==> config.mk <==
export PLATFORM = sky130hd
export DESIGN_NAME = wiper_step_ctrl
export DESIGN_NICKNAME = d
export VERILOG_FILES = /design/src/rtl/wiper_step_pkg.sv /design/src/rtl/wiper_cmd_decode.sv /design/src/rtl/wiper_step_alu.sv /design/src/rtl/wiper_step_ctrl.sv
export SDC_FILE = /design/constraint.sdc
export NUM_CORES = 1
export LEC_CHECK = 0
export ABC_AREA = 1
export CAP_MARGIN = 20
export CORE_MARGIN = 3
export CORE_UTILIZATION = 46
export CTS_BUF_LIST = sky130_fd_sc_hd__clkbuf_4
export DETAILED_ROUTE_END_ITERATION = 8
export PLACE_DENSITY = 0.79
export SYNTH_ARGS = -nofsm -noshare
export SYNTH_HDL_FRONTEND = slang
export SYNTH_SLANG_ARGS = --single-unit
export TNS_END_PERCENT = 100
==> constraint.sdc <==
create_clock -name clk -period 1.85 [get_ports clk]
set_input_delay 0.37 -clock clk [delete_from_list [all_inputs] [get_ports clk]]
set_output_delay 0.37 -clock clk [all_outputs]
set_load 0.02 [all_outputs]
==> src/rtl/wiper_step_pkg.sv <==
package wiper_step_pkg;

    typedef enum logic [2:0] {
        OP_NONE,
        OP_INC,
        OP_DEC,
        OP_SHL,
        OP_SHR
    } step_op_e;

    typedef enum logic {
        ST_IDLE,
        ST_ACK
    } ack_state_e;

    localparam logic [3:0] CODE_SHR_ONE  = 4'd4;
    localparam logic [3:0] CODE_SHR_BOTH = 4'd5;
    localparam logic [3:0] CODE_DEC_ONE  = 4'd6;
    localparam logic [3:0] CODE_DEC_BOTH = 4'd7;
    localparam logic [3:0] CODE_SHL_ONE  = 4'd12;
    localparam logic [3:0] CODE_SHL_BOTH = 4'd13;
    localparam logic [3:0] CODE_INC_ONE  = 4'd14;
    localparam logic [3:0] CODE_INC_BOTH = 4'd15;

endpackage

==> src/rtl/wiper_cmd_decode.sv <==
module wiper_cmd_decode
    import wiper_step_pkg::*;
(
    input  logic [3:0] code,
    output step_op_e   op,
    output logic       gang
);

    always_comb begin
        op   = OP_NONE;
        gang = 1'b0;
        case (code)
            CODE_INC_ONE:  op = OP_INC;
            CODE_INC_BOTH: begin op = OP_INC; gang = 1'b1; end
            CODE_DEC_ONE:  op = OP_DEC;
            CODE_DEC_BOTH: begin op = OP_DEC; gang = 1'b1; end
            CODE_SHL_ONE:  op = OP_SHL;
            CODE_SHL_BOTH: begin op = OP_SHL; gang = 1'b1; end
            CODE_SHR_ONE:  op = OP_SHR;
            CODE_SHR_BOTH: begin op = OP_SHR; gang = 1'b1; end
            default: begin op = OP_NONE; gang = 1'b0; end
        endcase
    end

endmodule

==> src/rtl/wiper_step_alu.sv <==
module wiper_step_alu
    import wiper_step_pkg::*;
#(
    parameter int W = 10
) (
    input  logic [W-1:0] cur,
    input  step_op_e     op,
    output logic [W-1:0] nxt
);

    localparam logic [W-1:0] CODE_MAX = {W{1'b1}};
    localparam logic [W-1:0] CODE_MID = {1'b1, {(W-1){1'b0}}};
    localparam logic [W-1:0] CODE_ONE = {{(W-1){1'b0}}, 1'b1};
    localparam logic [W-1:0] CODE_ZERO = '0;

    always_comb begin
        nxt = cur;
        unique case (op)
            OP_NONE: nxt = cur;
            OP_INC:  nxt = (cur == CODE_MAX) ? CODE_MAX : cur + CODE_ONE;
            OP_DEC:  nxt = (cur == CODE_ZERO) ? CODE_ZERO : cur - CODE_ONE;
            OP_SHL: begin
                if (cur == CODE_ZERO)
                    nxt = CODE_ONE;
                else if (cur >= CODE_MID)
                    nxt = CODE_MAX;
                else
                    nxt = {cur[W-2:0], 1'b0};
            end
            OP_SHR:  nxt = {1'b0, cur[W-1:1]};
            default: nxt = cur;
        endcase
    end

endmodule

==> src/rtl/wiper_step_ctrl.sv <==
module wiper_step_ctrl
    import wiper_step_pkg::*;
#(
    parameter int W = 10
) (
    input  logic         clk,
    input  logic         rst_n,
    input  logic         cmd_valid,
    input  logic [3:0]   cmd_code,
    input  logic         cmd_sel,
    input  logic         load_en,
    input  logic [W-1:0] load_data,
    output logic [W-1:0] wiper0,
    output logic [W-1:0] wiper1,
    output logic         done
);

    localparam int NCH = 2;
    localparam logic [W-1:0] CODE_MID = {1'b1, {(W-1){1'b0}}};

    ack_state_e state_q, state_d;
    step_op_e   op;
    logic       gang;
    logic       req;

    logic [W-1:0] wiper_q [NCH];

    assign req = cmd_valid | load_en;

    wiper_cmd_decode u_dec (
        .code (cmd_code),
        .op   (op),
        .gang (gang)
    );

    for (genvar ch = 0; ch < NCH; ch++) begin : g_ch
        logic [W-1:0] alu_nxt;
        logic [W-1:0] wiper_d;
        logic         picked;
        logic         step_hit;

        wiper_step_alu #(.W(W)) u_alu (
            .cur (wiper_q[ch]),
            .op  (op),
            .nxt (alu_nxt)
        );

        always_comb begin
            picked   = (cmd_sel == 1'(ch));
            step_hit = cmd_valid && !load_en && (op != OP_NONE) && (gang || picked);
            if (load_en && picked)
                wiper_d = load_data;
            else if (step_hit)
                wiper_d = alu_nxt;
            else
                wiper_d = wiper_q[ch];
        end

        always_ff @(posedge clk or negedge rst_n) begin
            if (!rst_n)
                wiper_q[ch] <= CODE_MID;
            else
                wiper_q[ch] <= wiper_d;
        end
    end

    // State register
    always_ff @(posedge clk or negedge rst_n) begin
        if (!rst_n)
            state_q <= ST_IDLE;
        else
            state_q <= state_d;
    end

    // Next state
    always_comb begin
        state_d = state_q;
        unique case (state_q)
            ST_IDLE: state_d = req ? ST_ACK : ST_IDLE;
            ST_ACK:  state_d = req ? ST_ACK : ST_IDLE;
            default: state_d = ST_IDLE;
        endcase
    end

    // Outputs
    always_comb begin
        done   = (state_q == ST_ACK);
        wiper0 = wiper_q[0];
        wiper1 = wiper_q[1];
    end

endmodule

==> summary.txt <==
Logic synthesis
  – Synth warn: 0
  – Synth Net Count: 467
  – Post-Syn Area: 0.00254 mm²
  – Post-Synthesis Cells: 444
  – Synth Register Bits: 21
  – Sequential fraction of the synthesis area: 20.8%
  – Post-synth cell types: 34
  – Mean area per synthesized cell: 5.71 µm²

Power
  – Overall power: 2.17 mW
  – PD cells: 649 mW/mm²
  – Cell leakage power: 1.65 nW
  – Max VDD drop: 0.364 mV

Run
  – Max-Cap Viols: 0

Placement
  – DP HPWL: 6.55 mm
  – PortBufs: 39
  – Placed cells: 580
  – Routability Congestion: 0.977
  – DP Worst Slack: -0.193 ns

STA
  – Final setup margin: 0.0409 ns
  – Final setup fails: 0
  – Worst slew pin tran: 0.492 ns
  – Peak Freq: 0.553 GHz
  – Final Max Slew Viols: 0
  – Unrepaired setup endpoints after global routing: no
  – Slew margin rel.: 67.0%
  – Tcrit/Tclk final: 97.8%
  – Post-Route Setup TNS: 0 ns
  – Tmin final: 1.81 ns
  – Hold Fails Final Rpt: 0
  – Clock skew: 0.00623 ns

Critical path
  – CP Cell Sequence: clkdlybuf4s50_1
  – Crit end category: output port
  – CP arrival: 1.44 ns
  – Crit-path leading delay family: buffers and inverters
  – Worst setup SP type: flip-flop
  – Max FO, Critical Path: 9
  – Type of the worst setup path: flip-flop to output port
  – Crit path largest cell delay: 0.63 ns
  – Worst Path Buf+Inv: 1
  – Slowest CP cell: clkdlybuf4s50_1
  – Required time of the critical path: 1.48 ns

Route
  – DR top layer: met4
  – Met2 routed WL: 4.10 mm
  – Routed WL: 8.47 mm
  – DR vias: 3202
  – Starting DRT DRC Count: 223
  – DR pass1 iterations: 5
  – DRC viols: 0
  – Average routed wire per standard cell: 14.5 µm
  – Final ANT Viol Nets: 0
  – Vias per cell: 5.47
  – Met3 WL: 586 µm
  – Routed met1 length: 3.48 mm

Clock tree
  – Clk root buf: clkbuf_4
  – Clk_lat worst skew: 0.32 ns
  – H-tree levels: 1
  – Clock sink count: 21
  – Max Buffers Root-to-Sink: 2
  – Clk pin slew, worst setup/hold paths: 0.14 ns
  – Num CTS Buffers: 3
  – CTS tree: done

Cells and area
  – Share of cells above drive strength 1: 17.3%
  – Area Overhead vs Synth: 31.7%
  – Post-Route Utilization: 64.2%
  – FILL cells: 516
  – Non-Filler Instances: 585
  – Final #Nets: 539
  – Ant. Diodes: 0

Global route
  – Gr ovfl total: 0
  – Number of global-route vias before repair: 3085
  – Initial antenna violation count: 0
  – GRT Resource Usage Total: 27.4%
  – First-pass GRT wire length: 14.1 mm
  – Largest net degree at the start of global routing: 22

Die
  – Total die area: 0.00644 mm²
  – Core area: 0.00520 mm²
  – Row count: 26
  – Die H: 80.3 µm
  – Initial core utilization: 48.7%
  – Die Width: 80.3 µm
  – I/O pins: 40

Status
  – Outcome: finished, final reports clean

Min path
  – Hold WC Path Type: input pin to asynchronous set/reset pin
[routing by layer]
metal  track usage (%)  vias to the layer above
met5                 0                        -
met4              10.6                        0
met3              2.13                       29
met2              47.6                      164
met1              34.9                     1439
li1                  -                     1570
[power by group]
part           internal [mW]  leakage [nW]  total (mW)  switching (mW)
registers              0.546         0.239       0.683           0.137
logic                  0.507          1.40        1.22           0.717
clock network         0.0989        0.0184       0.261           0.162
[cells by family (layout without fill, tap and decap cells)]
family / Yosys count / after routing / share of synthesized area (%)
and+or+nand+nor: 244 / 244 / 42.0
adders and majority gates: 4 / 4 / 1.97
buffers and inverters: 83 / 154 / 13.8
AOI/OAI and AO/OA: 80 / 80 / 17.3
DFF: 21 / 21 / 20.8
xor gates and xnor gates: 12 / 12 / 4.14
[what timing repair did]
item | CTS | global route
cloned | 0 | 0
hold buffers | 0 | 0
gates resized for setup | 10 | 11
pin swaps | 0 | 1
endpoints found under the setup margin | 9 | 15
buffers inserted | 0 | 1
[cells in the final DEF (no fill, tap or decap), types with 6 or more instances in the layout]
cell	synthesis	final
nor2_2	8	8
xor2_1	10	10
nor2_1	37	36
o21ai_0	32	32
nand2_1	129	129
inv_1	53	53
o22ai_1	7	7
a21oi_1	31	31
nand4_1	8	8
dfrtp_2	0	12
clkdlybuf4s50_1	0	32
clkinv_1	6	6
nand3_1	47	47
dfrtp_1	19	7
buf_4	0	43
[worst paths after layout]
check,end,cells past startpoint,slack (ns),from
max,wiper0[5],1,0.04,wiper0[5]
min,wiper1[6],2,0.40,rst_n
max reg2reg,wiper1[8],10,0.17,wiper1[1]
min reg2reg,wiper0[0],3,0.63,wiper0[0]
max in group asynchronous,wiper0[9],2,1.17,rst_n
min in group clk,wiper0[0],3,0.63,wiper0[0]
[cell type report]
cell class              count  area [µm²]  area share [%]
repair buffers             84         763            22.8
multi-input cells         340        1670            49.9
clock buffers               4        30.0           0.899
well taps                  70        87.6            2.62
flip-flops and latches     21         543            16.3
inverters                  66         251            7.53
[metrics by stage]
step	hold slack (ns)	area, µm²
final	0.398	3340
after detailed placement	0.609	3270
after floorplan	0.0744	2540
after global routing	0.407	3340
after CTS	0.403	3310
after global placement	0.608	3270
[registers in the layout, summed over array words and instances (netlist names)]
signal,flops
wiper1,10
done,1
wiper0,10
[synthesized netlist by cell type, drive strengths merged]
master / number / area (µm²)
o21ai: 36 / 180
o31ai: 2 / 15.0
inv: 59 / 224
nor3: 5 / 25.0
or2: 2 / 12.5
xor2: 10 / 87.6
ha: 4 / 50.1
o22ai: 7 / 43.8
clkbuf: 4 / 15.0
nand4: 8 / 50.1
nand3b: 2 / 15.0
nand2: 133 / 509
a21oi: 33 / 180
dfstp: 2 / 52.6
a21boi: 1 / 11.3
o211ai: 1 / 7.51
dfrtp: 19 / 475
xnor2: 2 / 17.5
nand3: 48 / 253
buf: 13 / 83.8
clkinv: 7 / 27.5
nor2: 46 / 200
Power figures use the tool's default switching activity.
